File: src/rtl/fpstat_pkg.sv
package fpstat_pkg;
  localparam int unsigned REG_W   = 32;
  localparam int unsigned CC_W    = 4;
  localparam int unsigned EXC_W   = 8;
  localparam int unsigned ACC_W   = 5;
  localparam int unsigned CLS_W   = 3;

  // field positions in the status word
  localparam int unsigned CC_LSB  = 24;
  localparam int unsigned EXC_LSB = 8;
  localparam int unsigned ACC_LSB = 3;

  // condition nibble
  localparam int unsigned CC_N    = 3;
  localparam int unsigned CC_Z    = 2;
  localparam int unsigned CC_I    = 1;
  localparam int unsigned CC_NAN  = 0;

  // exception byte
  localparam int unsigned EX_BSUN  = 7;
  localparam int unsigned EX_SNAN  = 6;
  localparam int unsigned EX_OPERR = 5;
  localparam int unsigned EX_OVFL  = 4;
  localparam int unsigned EX_UNFL  = 3;
  localparam int unsigned EX_DZ    = 2;
  localparam int unsigned EX_INEX2 = 1;
  localparam int unsigned EX_INEX1 = 0;

  // accrued field
  localparam int unsigned AC_IOP  = 4;
  localparam int unsigned AC_OVFL = 3;
  localparam int unsigned AC_UNFL = 2;
  localparam int unsigned AC_DZ   = 1;
  localparam int unsigned AC_INEX = 0;

  typedef enum logic [CLS_W-1:0] {
    CLS_NUM  = 3'd0,
    CLS_ZERO = 3'd1,
    CLS_INF  = 3'd2,
    CLS_QNAN = 3'd3,
    CLS_SNAN = 3'd4
  } res_class_e;
endpackage

File: src/rtl/fpstat_cc_gen.sv
module fpstat_cc_gen
  import fpstat_pkg::*;
(
  input  logic             sign_i,
  input  logic [CLS_W-1:0] cls_i,
  output logic [CC_W-1:0]  cc_o,
  output logic             snan_o
);
  always_comb begin
    cc_o       = '0;
    cc_o[CC_N] = sign_i;
    snan_o     = 1'b0;
    case (res_class_e'(cls_i))
      CLS_SNAN: begin
        cc_o[CC_NAN] = 1'b1;
        snan_o       = 1'b1;
      end
      CLS_QNAN: cc_o[CC_NAN] = 1'b1;
      CLS_ZERO: cc_o[CC_Z]   = 1'b1;
      CLS_INF:  cc_o[CC_I]   = 1'b1;
      default:  ;
    endcase
  end
endmodule

File: src/rtl/fpstat_accrue.sv
module fpstat_accrue
  import fpstat_pkg::*;
(
  input  logic [EXC_W-1:0] exc_i,
  output logic [ACC_W-1:0] acc_set_o
);
  always_comb begin
    acc_set_o          = '0;
    acc_set_o[AC_IOP]  = exc_i[EX_BSUN] | exc_i[EX_SNAN] | exc_i[EX_OPERR];
    acc_set_o[AC_OVFL] = exc_i[EX_OVFL];
    acc_set_o[AC_UNFL] = exc_i[EX_UNFL] & exc_i[EX_INEX2];
    acc_set_o[AC_DZ]   = exc_i[EX_DZ];
    acc_set_o[AC_INEX] = exc_i[EX_INEX1] | exc_i[EX_INEX2] | exc_i[EX_OVFL];
  end
endmodule

File: src/rtl/fpstat_accum.sv
module fpstat_accum
  import fpstat_pkg::*;
#(
  parameter logic [REG_W-1:0] CR_KEEP = 32'h0000_FFF0,
  parameter logic [REG_W-1:0] SR_KEEP = 32'h0FFF_FFF8
) (
  input  logic             clk,
  input  logic             rst_n,
  input  logic             res_vld,
  input  logic             res_sign,
  input  logic [CLS_W-1:0] res_class,
  input  logic [EXC_W-1:0] res_exc,
  input  logic             cr_wr,
  input  logic             sr_wr,
  input  logic [REG_W-1:0] wr_data,
  output logic [REG_W-1:0] ctl_reg,
  output logic [REG_W-1:0] sts_reg,
  output logic             trap_req
);
  localparam int unsigned ENB_LSB = EXC_LSB;

  logic             rst_meta, rst_n_s;
  logic [REG_W-1:0] sts_q, sts_d, ctl_q, ctl_d, upd_val;
  logic             sts_en, ctl_en;
  logic [CC_W-1:0]  cc_new;
  logic             snan_hit;
  logic [EXC_W-1:0] exc_new;
  logic [ACC_W-1:0] acc_set;

  // reset: asynchronous assert, synchronous release
  always_ff @(posedge clk or negedge rst_n) begin
    if (!rst_n) begin
      rst_meta <= 1'b0;
      rst_n_s  <= 1'b0;
    end else begin
      rst_meta <= 1'b1;
      rst_n_s  <= rst_meta;
    end
  end

  fpstat_cc_gen u_cc (
    .sign_i (res_sign),
    .cls_i  (res_class),
    .cc_o   (cc_new),
    .snan_o (snan_hit)
  );

  always_comb begin
    exc_new          = res_exc;
    exc_new[EX_SNAN] = res_exc[EX_SNAN] | snan_hit;
  end

  fpstat_accrue u_acc (
    .exc_i     (exc_new),
    .acc_set_o (acc_set)
  );

  // next state
  always_comb begin
    upd_val                       = sts_q;
    upd_val[CC_LSB  +: CC_W]      = cc_new;
    upd_val[EXC_LSB +: EXC_W]     = exc_new;
    upd_val[ACC_LSB +: ACC_W]     = sts_q[ACC_LSB +: ACC_W] | acc_set;

    sts_en = sr_wr | res_vld;
    ctl_en = cr_wr;
    if (sr_wr) sts_d = wr_data & SR_KEEP;
    else       sts_d = upd_val & SR_KEEP;
    ctl_d = wr_data & CR_KEEP;
  end

  // registers
  always_ff @(posedge clk or negedge rst_n_s) begin
    if (!rst_n_s) begin
      sts_q <= '0;
      ctl_q <= '0;
    end else begin
      if (sts_en) sts_q <= sts_d;
      if (ctl_en) ctl_q <= ctl_d;
    end
  end

  assign sts_reg  = sts_q;
  assign ctl_reg  = ctl_q;
  assign trap_req = |(sts_q[EXC_LSB +: EXC_W] & ctl_q[ENB_LSB +: EXC_W]);

  // checks
  AST_SR_RSVD_ZERO: assert property (@(posedge clk) disable iff (!rst_n_s)
    (sts_q & ~SR_KEEP) == '0);
  AST_CR_RSVD_ZERO: assert property (@(posedge clk) disable iff (!rst_n_s)
    (ctl_q & ~CR_KEEP) == '0);
  AST_ACC_STICKY: assert property (@(posedge clk) disable iff (!rst_n_s)
    (res_vld && !sr_wr) |=> ((sts_q[ACC_LSB +: ACC_W] & $past(sts_q[ACC_LSB +: ACC_W]))
                             == $past(sts_q[ACC_LSB +: ACC_W])));
  AST_CLASS_ONEHOT: assert property (@(posedge clk) disable iff (!rst_n_s)
    (res_vld && !sr_wr) |=> $onehot0(sts_q[CC_LSB +: 3]));
  AST_SNAN_BOTH: assert property (@(posedge clk) disable iff (!rst_n_s)
    (res_vld && !sr_wr && res_class == CLS_SNAN) |=>
      (sts_q[CC_LSB + CC_NAN] && sts_q[EXC_LSB + EX_SNAN]));
  AST_TRAP_RAISE: assert property (@(posedge clk) disable iff (!rst_n_s)
    (res_vld && !sr_wr && !cr_wr && ((res_exc & ctl_q[ENB_LSB +: EXC_W]) != '0)) |=> trap_req);
  AST_SR_WINS: assert property (@(posedge clk) disable iff (!rst_n_s)
    sr_wr |=> (sts_q == ($past(wr_data) & SR_KEEP)));
  AST_AUNFL_GATE: assert property (@(posedge clk) disable iff (!rst_n_s)
    (res_vld && !sr_wr && !res_exc[EX_INEX2] && !sts_q[ACC_LSB + AC_UNFL]) |=>
      !sts_q[ACC_LSB + AC_UNFL]);
endmodule

File: config.mk
export PLATFORM = sky130hd
export DESIGN_NAME = fpstat_accum
export DESIGN_NICKNAME = d
export VERILOG_FILES = /design/src/rtl/fpstat_pkg.sv /design/src/rtl/fpstat_cc_gen.sv /design/src/rtl/fpstat_accrue.sv /design/src/rtl/fpstat_accum.sv
export SDC_FILE = /design/constraint.sdc
export NUM_CORES = 1
export LEC_CHECK = 0
export ABC_AREA = 1
export BUFFER_PORTS_ARGS = -buffer_cell sky130_fd_sc_hd__buf_4
export CAP_MARGIN = 0
export CORE_MARGIN = 5
export CORE_UTILIZATION = 40
export DETAILED_ROUTE_END_ITERATION = 10
export GPL_ROUTABILITY_DRIVEN = 1
export PLACE_DENSITY = 0.75
export SYNTH_ARGS = -nofsm -noshare
export SYNTH_HDL_FRONTEND = slang
export SYNTH_HIERARCHICAL = 1
export SYNTH_SLANG_ARGS = --single-unit
File: constraint.sdc
create_clock -name clk -period 1.2 [get_ports clk]
set_input_delay 0.06 -clock clk [delete_from_list [all_inputs] [get_ports clk]]
set_output_delay 0.06 -clock clk [all_outputs]
set_load 0.05 [all_outputs]
; Word level (Yosys, flattened, before mapping)
; Index checks and enable logic that the tools add are counted.
[word_totals]
regBits = 46
in_bits = 49
output_inout_bits = 65
[classes]
n_eq_ne = 4
n_mux = 5
bitwise = 9
reduce_logical = 3
[ops]
columns = op, count
row1 = $mux 28, 1
row2 = $and 8x8->8, 1
row3 = $reduce_or 8->1, 1
row4 = $eq 3x2->1 const B, 2
row5 = $or 1x1->1, 6
row6 = $or 5x5->5, 1
row7 = $mux 1, 4
row8 = $eq 3x1->1 const B, 1
row9 = $eq 3x3->1 const B, 1
row10 = $reduce_and 2->1, 1
row11 = $reduce_or 2->1, 1
row12 = $and 1x1->1, 1

; Longest topological paths before layout
; Gate-level depths: netlist of the first run.
[logic_depth]
ltp_word = 7
ltp_mapped = 9
ltp_nobuf = 9

; Cells and area by module
; Netlist of the first run, hierarchy kept.
[modules_own_cells]
columns = module, instances, cells_each, area_each_um2
row1 = fpstat_accum, 1, 228, 2070.7
row2 = fpstat_cc_gen, 1, 10, 51.3
row3 = fpstat_accrue, 1, 10, 45.0

; Least setup slack after synthesis of the first run
; OpenSTA, ideal clock, no wires.
[synth_path]
path_kind = register to output
from = register sts_q[9], in the netlist sts_reg[9]
to = output trap_req
arrival_ps = 1182
required_ps = 1140
slack_ps = -42
path_stages_with_launch = 5
path_cell_list = dfrtp_1 > nand2_1 > nand2_1 > nor2_1 > nand2_1
[synth_via]
elab_chain_len = 2
[synth_lines]
columns = item, line
row1 = start: declaration, fpstat_accum.sv:23  ; logic [REG_W-1:0] sts_q, sts_d, ctl_q, ctl_d, upd_val;
row2 = start signal: assignment, fpstat_accum.sv:78  ; if (sts_en) sts_q <= sts_d;
row3 = $and 8x8->8, fpstat_accum.sv:85  ; assign trap_req = |(sts_q[EXC_LSB +: EXC_W] & ctl_q[ENB_LSB +: EXC_W]);
row4 = $reduce_or 8->1, fpstat_accum.sv:85
row5 = end: declaration, fpstat_accum.sv:18  ; output logic trap_req
; Every way passes these cells.

; Final worst setup path of the first run
[layout_path]
from = register ctl_q[12], in the netlist ctl_reg[12]
to = output trap_req
[layout_via]
elab_chain_len = 2
[layout_lines]
columns = item, line
row1 = start: declaration, fpstat_accum.sv:23
row2 = start signal: assignment, fpstat_accum.sv:79  ; if (ctl_en) ctl_q <= ctl_d;
row3 = $and 8x8->8, fpstat_accum.sv:85
row4 = $reduce_or 8->1, fpstat_accum.sv:85
; Every way passes these cells.

==> reports/metrics.cfg, run 1 <==
[worst_hold_path]
hold_end=ctl_reg[6]
min-delay-start=wr_data[6]
hp-class=input pin to flip-flop
min_path_cells=3

[global_routing]
gr-usage-all-layers_pct=15.3
grt_pass1_vias=1843
grt_first_pass_wirelength_um=8710
grt.overflow.total=0
grt_max_degree=29
antenna_found_initial=0

[timing]
fin_ws_ns=-0.0164
rsz0062_at_grt=yes
fin_skew_ns=0.00738
layout_min_cycle_time_ns=1.22
setup_violations=1
hold_viol=0
final-max-slew-violation-count=0
finalCritPeriodShare_pct=101
fmax_mhz=822

[layout]
drive_gt1_share_pct=38.4
layout_common_cells=buf_4, nand2_1, dfrtp_1, conb_1, nand3_2
final_core_util_pct=57.8
diodes=0
largest_reg_flops=25
final_common_cell=buf_4
nets=401
syn_to_final_growth_pct=37.9

[placed_design]
portBuffers=79
place_ws_ns=0.236
hpwl_um=3860
finalWeightedCongestion=0.714

[detailed_routing]
ant_nets=0
first_iter_violations=42
wl_per_cell_um=12.8
vias=1811
first_pass_iters=4
totalWireLength_um=5420
route.detailed.drc=0
drt-vias-per-instance=4.29

[logic_synthesis]
synthDistinctLibCells=21
synth_seq_cells=39
postSynthAreaPerCell_sq_um=8.74
yosysWarnings=6
yosysSeqAreaShare_pct=45.0
netlist_instances=248
syn_area_sq_um=2170

[clock_network]
cts_tree=built
cts_root_buffer=clkbuf_8
cts.sinks=39
cts_made_buffers=5
clk_path_buf_depth=2
path_clk_slew_ns=0.07
cts_max_level=2
clock_latency_ns=0.28

[setup_path]
crit_path_max_fanout=2
crit_type=flip-flop to output port
critPathLaunchType=flip-flop
cp.required_ns=1.14
r2r_cells=4
ff2ff_setup_slack_ns=0.35
cp.arrival_ns=1.16
rr_startpoint=sts_reg[12]
cp-end-kind=output port
r2r-end=sts_reg[12]

[die]
dieArea_sq_um=6990
core_area_sq_um=5170
row_count=26
die_w_um=83.6
initial_core_util_pct=41.9
die_y_um=83.6
io_pins=114

[pwr]
p_sw_mw=1.43
p_sw_share_pct=38.9
pwr_density_cell_nw_per_um2=1230
clkPwrFrac_pct=22.6
power.leakage_nw=1.62
p_int_mw=2.25
vdd_drop_max_mv=0.617
seqPwrFrac_pct=40.8
p_comb_share_pct=36.6

[status]
outcome=complete, but fails checks
violations=negative setup slack

[flow_run]
maxCapViolCount=0

[cell type report]
cell class / instances / area [sq um]
clock buffers: 7 / 76.3
fillers: 476 / 2180
inverters: 21 / 83.8
multi-input cells: 174 / 873
flip-flops and latches: 39 / 978
well taps: 70 / 87.6
repair buffers: 111 / 890
[cell families after synthesis]
family	after synthesis	synth area share, %
flip-flops	39	45.0
AND/OR/NAND/NOR	129	31.2
other	2	0.347
buffers and inverters	61	19.3
AO/OA/AOI/OAI	17	4.10
[worst max path at each step]
stage | slack [ns] | endpoint | depth (start not counted) | from
after floorplan | -0.04 | trap_req | 4 | sts_reg[8]
after global placement | 0.24 | trap_req | 5 | sts_reg[12]
after detailed placement | 0.24 | trap_req | 5 | sts_reg[12]
after CTS | -0.03 | trap_req | 5 | ctl_reg[9]
after global routing | -0.1 | trap_req | 5 | ctl_reg[8]
final | -0.02 | trap_req | 5 | ctl_reg[12]
[synthesized netlist by cell type]
master | count | share of area [%]
nand2_1 | 76 | 13
dfrtp_1 | 39 | 45
buf_4 | 31 | 11
nand3_2 | 22 | 10
inv_1 | 20 | 3.5
nor2_1 | 16 | 2.8
nand2_2 | 10 | 2.9
o21ai_1 | 10 | 2.3
buf_6 | 5 | 2.6
a21oi_1 | 4 | 0.92
buf_2 | 2 | 0.46
conb_1 | 2 | 0.35
nand3_1 | 2 | 0.46
o21ai_0 | 2 | 0.46
a21oi_2 | 1 | 0.40
buf_12 | 1 | 0.92
buf_8 | 1 | 0.69
inv_6 | 1 | 0.40
nor2_2 | 1 | 0.29
nor2_8 | 1 | 0.92
nor3b_2 | 1 | 0.58
[worst max-delay path, cell delays in order, from the launching register on]
cell and delay (ns):
dfrtp_1 0.39, nand2_1 0.07, nand2_1 0.07, nor2_2 0.12
nand2_1 0.08, buf_6 0.16
[stage by stage]
step	instance area, sq um	hold WS (ns)	total power [mW]	TNS, ns	instances
final	2990	0.00892	3.68	-0.0164	422
after global routing	2990	0.00113	3.87	-0.0979	422
after floorplan	2270	-0.236	2.49	-0.0382	274
after detailed placement	2630	-0.154	2.77	0	385
after global placement	2630	-0.155	2.76	0	385
after CTS	2950	0.000722	3.69	-0.0262	417
[layer usage]
layer	track usage [%]	share of wire, %
met5	0	0
met4	3.07	0.53
met3	7.50	11
met2	26.0	49
met1	17.3	40
[repair_timing]
item                                   CTS  global route
setup endpoints to repair                1             1
pin swaps                                0             3
hold buffers                            21             0
gates resized for setup                  2             0
buffers inserted                         4             5
endpoints found under the hold margin   26             0
[power groups by stage]
stage	logic [mW]	clock network [mW]	registers, mW
global placement	1.23	0	1.53
CTS	1.33	0.860	1.50
detailed placement	1.24	0	1.53
finish	1.35	0.832	1.50
floorplan	0.543	0	1.94
global route	1.43	0.924	1.52
Power figures use the tool's default switching activity.
==> run 2, diff against run 1 <==
Settings changed: GPL_TIMING_DRIVEN set to 0, SKIP_LAST_GASP set to 1, SLEW_MARGIN set to 20.
==> run 2 against run 1 <==
Against the previous run:
- the run still ends with negative setup slack left
- global-route usage is 2.1 points higher
- clock skew fell by 0.0030 ns
- sequential power is essentially flat
- non-clock buffer count is 41 higher
- via count is 9.1% higher
- critical path depth unchanged
- combinational power up 9%
- largest cell class is now buffers
- count of clock-buffer cells in the layout increased by 1
- first-iteration DRC count increased by 79%
- die area stayed put
==> reports/metrics.cfg, run 2 (same netlist as run 1, synthesis figures left out) <==
[clock_network]
cts_root_buffer=clkbuf_8
path_clk_slew_ns=0.07
cts_made_buffers=5
clock_latency_ns=0.28
cts_max_level=2
cts_tree=built
cts.sinks=39
clk_path_buf_depth=2

[detailed_routing]
ant_nets=0
wl_per_cell_um=12.8
first_pass_iters=4
route.detailed.drc=0
drt-vias-per-instance=4.26
totalWireLength_um=5940
vias=1976
first_iter_violations=75

[setup_path]
crit_chain=nand2_1, nand2_1, nor2_2, nand2_1, buf_6
crit_type=flip-flop to output port
cp.required_ns=1.14
slowest_delay_ns=0.40
path_common_cell=nand2_1
r2r_cells=0
cpMaxStageDelayCell=dfrtp_1
crit_path_max_fanout=3
cp-end-kind=output port
crit_family=flip-flops
path_depth=5
critPathBufInv=1
critPathLaunchType=flip-flop
cp.arrival_ns=1.15

[die]
core_area_sq_um=5170
die_y_um=83.6
die_w_um=83.6
initial_core_util_pct=41.9
io_pins=114
row_count=26
dieArea_sq_um=6990

[worst_hold_path]
hp-class=input pin to flip-flop
min_path_cells=3

[global_routing]
grt.overflow.total=0
grt_pass1_vias=2087
grt_first_pass_wirelength_um=9860
gr-usage-all-layers_pct=17.4
grt_max_degree=38
antenna_found_initial=0

[placed_design]
hpwl_um=4230
dpl.cell_count=420
portBuffers=76
finalWeightedCongestion=0.709
placed_cell_area_sq_um=2930

[timing]
setup_violations=1
hold_viol=0
final-max-slew-violation-count=0
layout_min_cycle_time_ns=1.21
fmax_mhz=827
worst_pin_slew_ns=0.811
rsz0062_at_grt=yes
fin_skew_ns=0.00441
finalCritPeriodShare_pct=101
fin_ws_ns=-0.00903
max_slew_margin_pct=45.9

[flow_run]
maxCapViolCount=0

[layout]
nets=442
diodes=0
drive_gt1_share_pct=45.2
layout_common_cells=buf_4, nand2_1, dfrtp_1, conb_1
largest_reg_flops=25
instances_no_fill=464
fillCellCount=437
final_common_cell=buf_4
syn_to_final_growth_pct=55.0
design_area_sq_um=3360
final_core_util_pct=64.9

[pwr]
vdd_drop_max_mv=0.632
power.leakage_nw=1.86
pwr_density_cell_nw_per_um2=1180

[status]
violations=negative setup slack
outcome=complete, but fails checks

==> run 2: changes by cell type in the layout (fill, tap and decap cells not counted), moves of 2 or more <==
| cell | delta |
|---|---|
| buf_4 | +31 |
| buf_2 | +2 |
| buf_6 | +5 |
| clkbuf_8 | +2 |
==> run 2: cell type report <==
| type | instances | area (sq um) | share of cell area (%) |
|---|---|---|---|
| Tap cell | 70 | 87.6 | 2.61 |
| Inverter | 21 | 83.8 | 2.50 |
| Multi-Input combinational cell | 174 | 876 | 26.1 |
| Sequential cell | 39 | 978 | 29.1 |
| Timing Repair Buffer | 112 | 900 | 26.8 |
| Buffer | 40 | 334 | 9.94 |
| Clock buffer | 8 | 100 | 2.98 |
==> run 2: per-layer routing <==
metal  vias up  part of all wire (%)  global-route usage (%)
li1        998                     -                       -
met1       893                    39                    19.1
met5         -                     0                       0
met2        83                    52                    31.5
met3         2                   9.3                    7.21
met4         0                  0.27                    2.92
==> run 2: final timing paths <==
check | from | to | slack [ns]
min in group asynchronous | rst_n | rst_n_s | 0.09
max | ctl_reg[11] | trap_req | -0.009
min reg2reg | rst_meta | rst_n_s | 0.36
max reg2reg | rst_n_s | sts_reg[9] | 0.27
max in group asynchronous | rst_n_s | sts_reg[9] | 0.27
min | wr_data[9] | sts_reg[9] | 0.009
==> run 2: report_power, final <==
| part | internal (mW) | switching (mW) | total [mW] |
|---|---|---|---|
| combinational | 0.530 | 0.944 | 1.47 |
| clock | 0.525 | 0.437 | 0.961 |
| sequential | 1.43 | 0.0907 | 1.52 |
==> run 2: metrics by stage <==
stage | worst slack (ns) | hold WS (ns) | total power, mW | TNS (ns)
floorplan | -0.0382 | -0.236 | 2.49 | -0.0382
global placement | 0.206 | -0.157 | 2.86 | 0
detailed placement | 0.184 | -0.157 | 2.88 | 0
CTS | -0.00227 | 0.000596 | 3.98 | -0.00227
global route | -0.0910 | 0.00609 | 4.17 | -0.0910
finish | -0.00903 | 0.00902 | 3.96 | -0.00903
==> run 2: repair_timing <==
| item | 4_1_cts | 5_1_grt |
|---|---|---|
| hold endpoints to repair | 23 | 0 |
| resized for setup | 2 | 1 |
| pin swaps | 1 | 0 |
| cloned | 0 | 0 |
| buffers inserted | 13 | 1 |
| setup endpoints to repair | 1 | 1 |
| hold buffers | 22 | 0 |
==> run 3, diff against run 2 <==
Settings changed: PLACE_DENSITY 0.75 to 0.72.
Clock period 1.2 ns to 1.22 ns, I/O delays scaled along.
==> run 3 against run 2 <==
Against the previous run:
- the run ends with negative hold slack, negative setup slack left
- wire length is 5.2% higher
- combinational power hardly changed
- total power is 2.2% lower
- sequential share of layout area is 0.28 points lower
- cell area is 0.97% higher
- die area stayed put
- worst hold slack worse by 0.014 ns
- largest power group unchanged
- highest routed layer unchanged
==> reports/metrics.cfg, run 3 (same netlist as run 1, synthesis figures left out) <==
[status]
violations=negative hold slack, negative setup slack
outcome=complete, but fails checks

[die]
die_y_um=83.6
io_pins=114
die_w_um=83.6
initial_core_util_pct=41.9
row_count=26
dieArea_sq_um=6990
core_area_sq_um=5170

[detailed_routing]
vias=1980
first_pass_iters=4
totalWireLength_um=6250
ant_nets=0
wl_per_cell_um=13.3
drt-vias-per-instance=4.23
route.detailed.drc=0
first_iter_violations=105

[clock_network]
cts_made_buffers=5
clock_latency_ns=0.29
cts_max_level=2
clk_path_buf_depth=2
cts_root_buffer=clkbuf_8
cts_tree=built
cts.sinks=39
path_clk_slew_ns=0.08

[timing]
max_slew_margin_pct=43.2
setup_violations=1
finalCritPeriodShare_pct=101
fmax_mhz=814
worst_pin_slew_ns=0.852
hold_viol=1
final-max-slew-violation-count=0
layout_min_cycle_time_ns=1.23
rsz0062_at_grt=yes
holdWs_ns=-0.00491
fin_ws_ns=-0.00897
fin_skew_ns=0.00909

[pwr]
seqPwrFrac_pct=38.7
vdd_drop_max_mv=0.634
p_int_mw=2.38
power_mw=3.87
p_comb_share_pct=37.8
p_sw_share_pct=38.4
power.leakage_nw=1.88
pwr_density_cell_nw_per_um2=1140
clkPwrFrac_pct=23.5
p_sw_mw=1.49

[global_routing]
grt_pass1_vias=2107
grt.overflow.total=0
grt_max_degree=38
grt_first_pass_wirelength_um=10200
gr-usage-all-layers_pct=18.2
antenna_found_initial=0

[layout]
largest_reg_flops=25
layout_common_cells=buf_4, nand2_1, dfrtp_1, conb_1, dlygate4sd3_1
syn_to_final_growth_pct=56.5
instances_no_fill=468
fillCellCount=444
drive_gt1_share_pct=44.7
nets=447
final_common_cell=buf_4
diodes=0

[setup_path]
r2r_cells=0
endpoint=trap_req
crit_chain=nand2_1, nand2_1, nor2_1, nand2_1, buf_6
path_common_cell=nand2_1
crit_type=flip-flop to output port
critPathBufInv=1
rr_startpoint=rst_n_s
cp.required_ns=1.16
crit_start=ctl_reg[12]
cpMaxStageDelayCell=dfrtp_1
critPathLaunchType=flip-flop
path_depth=5
r2r-end=sts_reg[9]
crit_family=flip-flops
cp-end-kind=output port
cp.arrival_ns=1.17
ff2ff_setup_slack_ns=0.26
slowest_delay_ns=0.39
crit_path_max_fanout=2

[placed_design]
hpwl_um=4240
portBuffers=76
finalWeightedCongestion=0.717
dpl.cell_count=420

[flow_run]
maxCapViolCount=0

[worst_hold_path]
hp-class=input pin to flip-flop

[run 3: cell types whose count changed in the layout (fill, tap and decap cells not counted)]
cell / delta
dlygate4sd3_1: +4
nor2_1: +1
clkbuf_1: -1
clkinv_2: +1
buf_4: +1
nor2_2: -1
clkbuf_8: -1
[run 3: through the flow]
stage	hold slack (ns)	instance area, sq um	setup TNS (ns)	worst slack (ns)	util [%]
finish	-0.00491	3390	-0.00897	-0.00897	65.6
global placement	-0.156	2930	0	0.200	56.6
detailed placement	-0.155	2930	0	0.173	56.6
global route	0.0122	3390	-0.145	-0.145	65.6
CTS	0.00460	3360	-0.0182	-0.0182	65.0
floorplan	-0.235	2270	-0.0192	-0.0192	-
[run 3: area by class of cell]
class	count	area (sq um)	share of cell area, %
sequential	39	978	28.8
timing repair buffer	117	947	27.9
multi-input combinational	174	873	25.7
buffer	40	334	9.85
tap	70	87.6	2.58
inverter	21	83.8	2.47
clock buffer	6	82.6	2.43
clock inverter	1	5.00	0.148
[run 3: worst min path at each step]
| stage | startpoint | endpoint | slack [ns] | depth (start not counted) |
|---|---|---|---|---|
| after floorplan | rst_n | rst_meta | -0.23 | 0 |
| after global placement | rst_n | rst_meta | -0.16 | 1 |
| after detailed placement | rst_n | rst_meta | -0.16 | 1 |
| after CTS | res_sign | sts_reg[27] | 0.005 | 3 |
| after global routing | res_sign | sts_reg[27] | 0.01 | 3 |
| final | cr_wr | ctl_reg[5] | -0.005 | 2 |
[run 3: power groups by stage]
stage,Clock (mW),Sequential [mW],Combinational [mW]
floorplan,0,1.91,0.534
global placement,0,1.53,1.29
detailed placement,0,1.54,1.30
CTS,0.923,1.50,1.44
global route,1.00,1.52,1.55
finish,0.908,1.50,1.46
[run 3: what timing repair did]
| item | 4_1_cts | 5_1_grt |
|---|---|---|
| hold buffers | 27 | 0 |
| hold endpoints to repair | 30 | 0 |
| gates resized for setup | 1 | 1 |
| setup endpoints to repair | 1 | 2 |
| pin swaps | 4 | 3 |
| buffers inserted | 10 | 5 |
[run 3: metal layers]
metal | vias up | GRT usage (%) | share of wire, %
met5 | - | 0 | 0
met4 | 0 | 4.24 | 1.5
met3 | 12 | 6.81 | 8.7
met2 | 76 | 32.6 | 50
met1 | 890 | 20.3 | 40
li1 | 1002 | - | -
